`src/rtl/sram_pipe_pkg.sv`:
```
package sram_pipe_pkg;

    localparam int LANE_W = 9;

    typedef enum logic [2:0] {
        SLOT_IDLE     = 3'd0,
        SLOT_FIRST_RD = 3'd1,
        SLOT_FIRST_WR = 3'd2,
        SLOT_READ     = 3'd3,
        SLOT_WRITE    = 3'd4
    } slot_e;

    function automatic logic slot_is_wr(input slot_e s);
        return (s == SLOT_FIRST_WR) || (s == SLOT_WRITE);
    endfunction

    function automatic logic slot_is_rd(input slot_e s);
        return (s == SLOT_FIRST_RD) || (s == SLOT_READ);
    endfunction

endpackage

```
`src/rtl/sram_slot_fsm.sv`:
```
module sram_slot_fsm
    import sram_pipe_pkg::*;
#(
    parameter int ADDR_W = 6,
    parameter int LANES  = 4
) (
    input  logic              clk,
    input  logic              rst_n,
    input  logic              adv,
    input  logic              sel,
    input  logic              wr,
    input  logic [ADDR_W-1:0] addr_in,
    input  logic [LANES-1:0]  bw_n_in,
    output slot_e             slot,
    output logic [ADDR_W-1:0] slot_addr,
    output logic [LANES-1:0]  slot_bw_n
);

    slot_e slot_nxt;

    // state register plus captured address/lane mask of the slot
    always_ff @(posedge clk or negedge rst_n) begin
        if (!rst_n) begin
            slot      <= SLOT_IDLE;
            slot_addr <= '0;
            slot_bw_n <= '1;
        end else if (adv) begin
            slot      <= slot_nxt;
            slot_addr <= addr_in;
            slot_bw_n <= bw_n_in;
        end
    end

    // next-state selection
    always_comb begin
        slot_nxt = SLOT_IDLE;
        unique case (slot)
            SLOT_IDLE: begin
                if (!sel)    slot_nxt = SLOT_IDLE;
                else if (wr) slot_nxt = SLOT_FIRST_WR;
                else         slot_nxt = SLOT_FIRST_RD;
            end
            SLOT_FIRST_RD, SLOT_FIRST_WR, SLOT_READ, SLOT_WRITE: begin
                if (!sel)    slot_nxt = SLOT_IDLE;
                else if (wr) slot_nxt = SLOT_WRITE;
                else         slot_nxt = SLOT_READ;
            end
            default: slot_nxt = SLOT_IDLE;
        endcase
    end

endmodule

```
`src/rtl/sram_lane_bank.sv`:
```
module sram_lane_bank #(
    parameter int ADDR_W = 6,
    parameter int LANE_W = 9
) (
    input  logic              clk,
    input  logic              rst_n,
    input  logic              wr_en,
    input  logic [ADDR_W-1:0] addr,
    input  logic [LANE_W-1:0] wdata,
    output logic [LANE_W-1:0] rdata
);

    localparam int DEPTH = 1 << ADDR_W;

    logic [LANE_W-1:0] cells [DEPTH];

    always_ff @(posedge clk or negedge rst_n) begin
        if (!rst_n) begin
            for (int i = 0; i < DEPTH; i++) cells[i] <= '0;
        end else if (wr_en) begin
            cells[addr] <= wdata;
        end
    end

    assign rdata = cells[addr];

endmodule

```
`src/rtl/sram_read_stage.sv`:
```
module sram_read_stage #(
    parameter int WORD_W = 36
) (
    input  logic              clk,
    input  logic              rst_n,
    input  logic              adv,
    input  logic              rd_slot,
    input  logic [WORD_W-1:0] word_in,
    output logic [WORD_W-1:0] rdata,
    output logic              rd_vld
);

    always_ff @(posedge clk or negedge rst_n) begin
        if (!rst_n) begin
            rdata  <= '0;
            rd_vld <= 1'b0;
        end else if (adv) begin
            rd_vld <= rd_slot;
            if (rd_slot) rdata <= word_in;
        end
    end

endmodule

```
`src/rtl/sram_pipe_front.sv`:
```
module sram_pipe_front
    import sram_pipe_pkg::*;
#(
    parameter int ADDR_W = 6,
    parameter int LANES  = 4
) (
    input  logic                     clk,
    input  logic                     rst_n,
    input  logic                     cs1_n,
    input  logic                     cs2,
    input  logic                     cs3_n,
    input  logic                     cke_n,
    input  logic                     we_n,
    input  logic [LANES-1:0]         bw_n,
    input  logic [ADDR_W-1:0]        addr,
    input  logic [LANES*LANE_W-1:0]  wdata,
    input  logic                     oe_n,
    output logic [LANES*LANE_W-1:0]  rdata,
    output logic                     dq_oe
);

    localparam int WORD_W = LANES * LANE_W;

    logic              adv;
    logic              sel;
    slot_e             slot;
    logic [ADDR_W-1:0] slot_addr;
    logic [LANES-1:0]  slot_bw_n;
    logic [WORD_W-1:0] word_rd;
    logic              rd_vld;
    logic              wr_slot;

    assign adv     = !cke_n;
    assign sel     = !cs1_n && cs2 && !cs3_n;
    assign wr_slot = slot_is_wr(slot);

    sram_slot_fsm #(.ADDR_W(ADDR_W), .LANES(LANES)) u_fsm (
        .clk       (clk),
        .rst_n     (rst_n),
        .adv       (adv),
        .sel       (sel),
        .wr        (!we_n),
        .addr_in   (addr),
        .bw_n_in   (bw_n),
        .slot      (slot),
        .slot_addr (slot_addr),
        .slot_bw_n (slot_bw_n)
    );

    for (genvar g = 0; g < LANES; g++) begin : g_lane
        sram_lane_bank #(.ADDR_W(ADDR_W), .LANE_W(LANE_W)) u_bank (
            .clk   (clk),
            .rst_n (rst_n),
            .wr_en (adv && wr_slot && !slot_bw_n[g]),
            .addr  (slot_addr),
            .wdata (wdata[g*LANE_W +: LANE_W]),
            .rdata (word_rd[g*LANE_W +: LANE_W])
        );
    end

    sram_read_stage #(.WORD_W(WORD_W)) u_rd (
        .clk     (clk),
        .rst_n   (rst_n),
        .adv     (adv),
        .rd_slot (slot_is_rd(slot)),
        .word_in (word_rd),
        .rdata   (rdata),
        .rd_vld  (rd_vld)
    );

    // output process: asynchronous enable gated by slot masking
    always_comb begin
        dq_oe = 1'b0;
        unique case (slot)
            SLOT_READ:                                         dq_oe = !oe_n && rd_vld;
            SLOT_IDLE, SLOT_FIRST_RD, SLOT_FIRST_WR, SLOT_WRITE: dq_oe = 1'b0;
            default:                                           dq_oe = 1'b0;
        endcase
    end

endmodule

```
`config.mk`:
```
export PLATFORM = sky130hd
export DESIGN_NAME = sram_pipe_front
export DESIGN_NICKNAME = d
export VERILOG_FILES = /design/src/rtl/sram_pipe_pkg.sv /design/src/rtl/sram_slot_fsm.sv /design/src/rtl/sram_lane_bank.sv /design/src/rtl/sram_read_stage.sv /design/src/rtl/sram_pipe_front.sv
export SDC_FILE = /design/constraint.sdc
export NUM_CORES = 2
export LEC_CHECK = 0
export ABC_AREA = 1
export BUFFER_PORTS_ARGS = -buffer_cell sky130_fd_sc_hd__buf_2
export CAP_MARGIN = 20
export CORE_UTILIZATION = 31
export DETAILED_ROUTE_END_ITERATION = 8
export PLACE_DENSITY_LB_ADDON = 0.05
export SLEW_MARGIN = 20
export SYNTH_ARGS = -nofsm -noshare
export SYNTH_HDL_FRONTEND = slang
export SYNTH_SLANG_ARGS = --single-unit
```
`constraint.sdc`:
```
create_clock -name clk -period 5.2 [get_ports clk]
set_input_delay 0.26 -clock clk [delete_from_list [all_inputs] [get_ports clk]]
set_output_delay 0.26 -clock clk [all_outputs]
set_load 0.005 [all_outputs]
```
## Word level (Yosys, flattened, before mapping)

Cells that the tools add are included.

| word-level totals | value |
|---|---|
| input port bits | 54 |
| output and inout port bits | 37 |
| register bits after elaboration | 2,354 |
| word-level logic and storage cells | 315 |

| operators by class | value |
|---|---|
| $lt $le $gt $ge | 2 |
| multiplexer cells | 24 |
| bitwise operators | 2 |
| equality and inequality tests | 4 |
| reduce and logical (&&, ||, !) cells | 22 |

Operators with widths:

| operator | count |
|---|---|
| $bwmux 576 | 4 |
| $bmux 9 s6 | 4 |
| $mux 9 | 9 |
| $demux 9 s6 | 1 |
| $logic_and 1x1->1 | 9 |
| $mux 3 | 3 |
| $logic_not 1->1 | 8 |
| $ge 7x7->1 const B | 1 |
| $lt 7x1->1 const B | 1 |
| $not 6->7 | 1 |
| $eq 3x2->1 const B | 2 |
| $pmux 3 s2 | 1 |
| $reduce_or 4->1 | 1 |
| $eq 3x1->1 const B | 1 |
| $eq 3x3->1 const B | 1 |
| $logic_not 3->1 | 1 |
| $logic_or 1x1->1 | 2 |
| $mux 2 | 1 |
| $reduce_and 2->1 | 1 |
| $mux 1 | 1 |
| $not 1->1 | 1 |

## Logic depth before layout (Yosys ltp)

| logic depth | value |
|---|---|
| depth after elaboration | 6 |
| depth in mapped cells | 15 |
| mapped depth without buffers | 10 |

## By module

A second synthesis with hierarchy kept.

| unflattened totals | value |
|---|---|
| cells, all modules | 15,114 |
| area, all modules | 112,442.8 um2 |

Modules (own cells, without submodules):

| module | instances | area an instance (um2) | seq. area each (um2) | cells each |
|---|---|---|---|---|
| sram_lane_bank | 4 | 27,582.7 | 14,413.8 | 3,718 |
| sram_read_stage | 1 | 1,470.2 | 925.9 | 159 |
| sram_slot_fsm | 1 | 549.3 | 330.3 | 64 |
| sram_pipe_front | 1 | 92.6 | 0.0 | 19 |

## Worst setup path before layout

OpenSTA, ideal clock, no wires.

| timing | value |
|---|---|
| path type | reg-to-reg |
| from | register u_fsm.slot_addr[0] |
| to | register u_rd.rdata[1] |
| buffers on the path | 5 |
| arrival | 1,832 ps |
| stages on the path, launching flop included | 14 |
| clock period less this slack | 1,954 ps |
| slack | 3,246 ps |
| required time | 5,078 ps |
| setup time | 122 ps |
| path through | dfrtp_1 -> buf_2 -> inv_2 -> buf_4 -> buf_2 -> buf_2 -> clkbuf_1 -> nand2_1 -> nand3_1 -> nand2_1 -> o21ai_0 -> nand3_1 -> nor2_1 -> a21oi_1 |

| between the ends | value |
|---|---|
| cells in the longest elaborated chain, start to end | 4 |

Ends and longest elaborated chain:

| element | line | text |
|---|---|---|
| start, declared | sram_slot_fsm.sv:15 | `output logic [ADDR_W-1:0] slot_addr,` |
| start signal, assigned | sram_slot_fsm.sv:29 | `slot_addr <= addr_in;` |
| $not 6->7 (not written as such) | sram_lane_bank.sv:25 | `assign rdata = cells[addr];` |
| $bmux 9 s6 | sram_lane_bank.sv:25 |  |
| $mux 9 (not written as such) (2 in a row) | sram_lane_bank.sv:25 |  |
| end signal, assigned | sram_read_stage.sv:19 | `if (rd_slot) rdata <= word_in;` |
| end, declared | sram_read_stage.sv:9 | `output logic [WORD_W-1:0] rdata,` |

Every way passes these cells. The select of a mux whose other input is x is not followed.
A chain may end at the register's enable or synchronous reset.

## Worst setup path after layout

| timing | value |
|---|---|
| from | register u_fsm.slot_addr[0] |
| to | register g_lane[1].u_bank.cells[498] (netlist name) |

| between the ends | value |
|---|---|
| cells in the longest elaborated chain, start to end | 6 |
| elaborated cells on any way between the ends | 7 |
| those cells by class | order compare: 2; mux: 3; bitwise: 1; reduce/logical: 1 |

Ends and longest elaborated chain:

| element | line | text |
|---|---|---|
| $not 6->7 (not written as such) (*) | sram_lane_bank.sv:21 | `cells[addr] <= wdata;` |
| $ge 7x7->1 (not written as such) / $lt 7x1->1 (equally long branches) | sram_lane_bank.sv:21 |  |
| $logic_and 1x1->1 (not written as such) | sram_lane_bank.sv:21 |  |
| $mux 9 (not written as such) | sram_lane_bank.sv:21 |  |
| $demux 9 s6 (*) | sram_lane_bank.sv:21 |  |
| $bwmux 576 (*) | sram_lane_bank.sv:21 |  |
| end signal, assigned by index | sram_lane_bank.sv:21 |  |
| end, declared | sram_lane_bank.sv:15 | `logic [LANE_W-1:0] cells [DEPTH];` |

Mark *: on every way between the ends. The rest lies on a longest branch, timed or not.

==> summary.txt <==
Global routing
  – Grt ovf: 0
  – Initial antenna violation count: 17
  – Total track usage: 23.1%
  – Vias in the first global route: 89.5k
  – Largest net degree at the start of global routing: 159
  – Global-route wire length before repair: 626,000 um

Final layout
  – Layout area overhead: 13.0%
  – Share of cells above drive strength 1: 7.36%
  – Most frequent cells in the layout: nand2_1 (4,843), o21ai_0 (2,351), dfrtp_1 (2,349)
  – Final Core Density: 35.3%
  – Final Cell Area: 125,000 um2
  – Layout Nets: 14.2k
  – Fill cells: 37.5k
  – Leading cell type in the layout, fill and taps excluded: nand2_1

Route
  – 1st-iter DRT viols: 7,392
  – Total vias in the final route: 92.1k
  – Post-route ant nets: 0
  – Wire length per cell: 22.0 um
  – DRC viols: 30
  – First-pass iteration count of the detailed router: 7
  – Overall routed net length: 420,000 um
  – Vias/cell: 4.82

Clock network
  – Root Buffer: clkbuf_16
  – Postcts setup bufs: 0
  – Total CTS buffers: 293
  – CTS H-tree lvls: 5
  – Clock Latency Late Sink: 0.91 ns
  – Post-CTS sizing: 0
  – CTS tree: yes
  – Clock tree buffer depth: 4
  – CTS Sinks: 2,354
  – Reg clk slew, reported paths: 0.06 ns

Setup path
  – Worst Path Arrival: 4.82 ns
  – Critical Path Most Common Cell: nand2_1
  – Max incr delay on CP: 1.07 ns
  – Crit start category: flop
  – Critical path's slowest cell: nor2_2
  – Endpoint class of the critical path: flop
  – Critical path required time: 6.01 ns
  – Crit path buf inv count: 1
  – Cell Chain, Critical Path: inv_8 -> nand2_1 -> nor2_2 -> nand2_1 -> o21ai_0
  – Cell family with most CP delay: simple AND/OR/NAND/NOR gates
  – Crit path max fanout: 77
  – Crit path kind: reg -> reg

Placed design
  – PortBufs: 90
  – Placer Congestion: 0.797
  – Place WS: 1.29 ns
  – Hpwl dp: 259,000 um
  – Post-placement cell area: 116,000 um2

STA
  – Final period util: 77.0%
  – Final Hold Violating Endpoints: 0
  – RSZ-0062 raised after global routing: false
  – Final clock skew: 0.0273 ns
  – Final TNS setup: 0 ns
  – Finish-stage setup viols: 0
  – Slew Viols, Final: 0
  – Slew @ Worst Pin: 1.23 ns
  – Hold Slack: 0.00547 ns
  – Worst setup margin: 1.20 ns
  – Fin crit period: 4.00 ns
  – Rel. slew slack: 17.7%
  – Maximum clock rate: 0.250 GHz

Logic synthesis
  – Post-synth EDFFs: 0
  – Post-Synthesis Cell Area: 111,000 um2
  – Seq cells post-synth: 2,354
  – Syn Nets: 14.5k
  – Syn_area_per_cell: 7.68 um2
  – Sequential area share after synthesis: 53.1%
  – Post-synth ARST share: 100%
  – Synth unique cells: 30
  – Total of warnings raised by yosys: 0
  – Most used DFF post-synth: dfrtp_1
  – Cells after Synth: 14.4k

Power and ir drop
  – Switching part of the total: 27.7%
  – Power density cells: 350 nW/um2
  – Int Power: 31.7 mW
  – LEAKAGE: 58.4 nW
  – Peak VDD IR: 0.000243 V
  – Clk pwr share: 45.6%
  – Combinational fraction of design power: 10.5%
  – Flop pwr share: 43.8%
  – Net switching power: 12.1 mW

Floorplan
  – Initial Utilization: 31.2%
  – Core Region: 356,000 um2
  – DIE AREA: 360,000 um2
  – Die W: 600 um
  – Ports: 91
  – # rows: 219
  – Chip height: 600 um

Run
  – Max Cap Violations: 0

Outcome
  – Failing checks: DRC
  – Status: complete, but fails checks

Hold path
  – Hold Crit Class: in -> reg
-- synthesized netlist by cell type, types with 3 or more instances --
cell | n | share of area, %
nand3_1 | 699 | 3.2
nor2_2 | 10 | 0.056
nand2_2 | 120 | 0.68
nor3_4 | 5 | 0.073
inv_2 | 11 | 0.037
o21ai_1 | 261 | 1.2
a21oi_1 | 3 | 0.014
nor3_2 | 3 | 0.027
nor2_4 | 33 | 0.33
or2_1 | 31 | 0.17
nor2_1 | 686 | 2.3
buf_1 | 68 | 0.23
inv_1 | 1632 | 5.5
buf_2 | 213 | 0.96
dfstp_2 | 4 | 0.095
clkbuf_1 | 632 | 2.1
o211ai_1 | 316 | 2.1
buf_6 | 3 | 0.030
or2_2 | 122 | 0.69
o21ai_0 | 2351 | 11
nand2_1 | 4844 | 16
clkinv_1 | 36 | 0.12
dfrtp_1 | 2350 | 53
-- worst reg2reg max path: cells and delay by family, from the launching register on --
kind / cells / cell delay [ns]
DFF: 1 / 0.68
buffers and inverters: 1 / 0.58
AOI/OAI and AO/OA: 1 / 0.35
and+or+nand+nor: 3 / 2.29
-- cell families after synthesis --
family | count (synthesis) | synth area share, %
flops | 2354 | 53.1
compound gates | 2931 | 13.9
simple gates | 6559 | 23.9
buf+inv | 2599 | 9.06
-- registers in the layout, summed over array words and instances, names as in the netlist --
signal / cells
u_fsm.slot_addr: 6
g_lane.u_bank.cells: 2304
u_rd.rdata: 36
u_fsm.slot: 3
u_fsm.slot_bw_n: 4
u_rd.rd_vld: 1
-- final timing paths --
check | endpoint | cells past startpoint | start | slack [ns]
worst max register to register | g_lane[1].u_bank.cells[498] | 5 | u_fsm.slot_addr[0] | 1.20
min in group asynchronous | g_lane[3].u_bank.cells[294] | 3 | rst_n | 0.20
worst max-delay path | g_lane[1].u_bank.cells[498] | 5 | u_fsm.slot_addr[0] | 1.20
max in group asynchronous | g_lane[2].u_bank.cells[272] | 4 | rst_n | 3.56
worst min register to register | g_lane[3].u_bank.cells[555] | 2 | g_lane[3].u_bank.cells[555] | 0.47
worst min-delay path | g_lane[0].u_bank.cells[96] | 3 | wdata[6] | 0.005
-- timing repair --
action / CTS / global route
hold buffers: 45 / 0
endpoints found under the hold margin: 1054 / 0
setup endpoints to repair: 0 / 0
-- power by group through the flow --
stage	clock network [mW]	logic, mW	registers [mW]
finish	20.0	4.62	19.2
global route	21.3	5.18	19.3
CTS	20.6	4.74	19.2
detailed placement	0	4.70	19.6
global placement	0	4.69	19.6
floorplan	0	2.53	19.3
-- stage by stage --
stage,total power [mW],instances
after CTS,44.6,19100
after detailed placement,24.3,18600
after floorplan,21.8,14400
after global routing,45.7,19100
final,43.9,19100
after global placement,24.2,18600
-- layer usage --
layer  up-vias  track usage (%)  wire length (um)
met5         -                0                37
met4         6             6.29             11400
met3       511             2.51             17500
met2      1846             37.9            193000
met1     45100             32.4            198000
li1      44600                -                 -
-- area by class of cell --
| type | instances | area (um2) | area share (%) |
|---|---|---|---|
| repair buffers | 332 | 3020 | 2.41 |
| diodes | 10 | 25.0 | 0.0199 |
| inverters | 1681 | 6330 | 5.04 |
| clock buffers | 451 | 8630 | 6.88 |
| well taps | 4751 | 5940 | 4.74 |
| clock inverters | 48 | 490 | 0.391 |
| flip-flops and latches | 2354 | 58900 | 47.0 |
| multi-input cells | 9490 | 42100 | 33.6 |
Power figures use the tool's default switching activity.
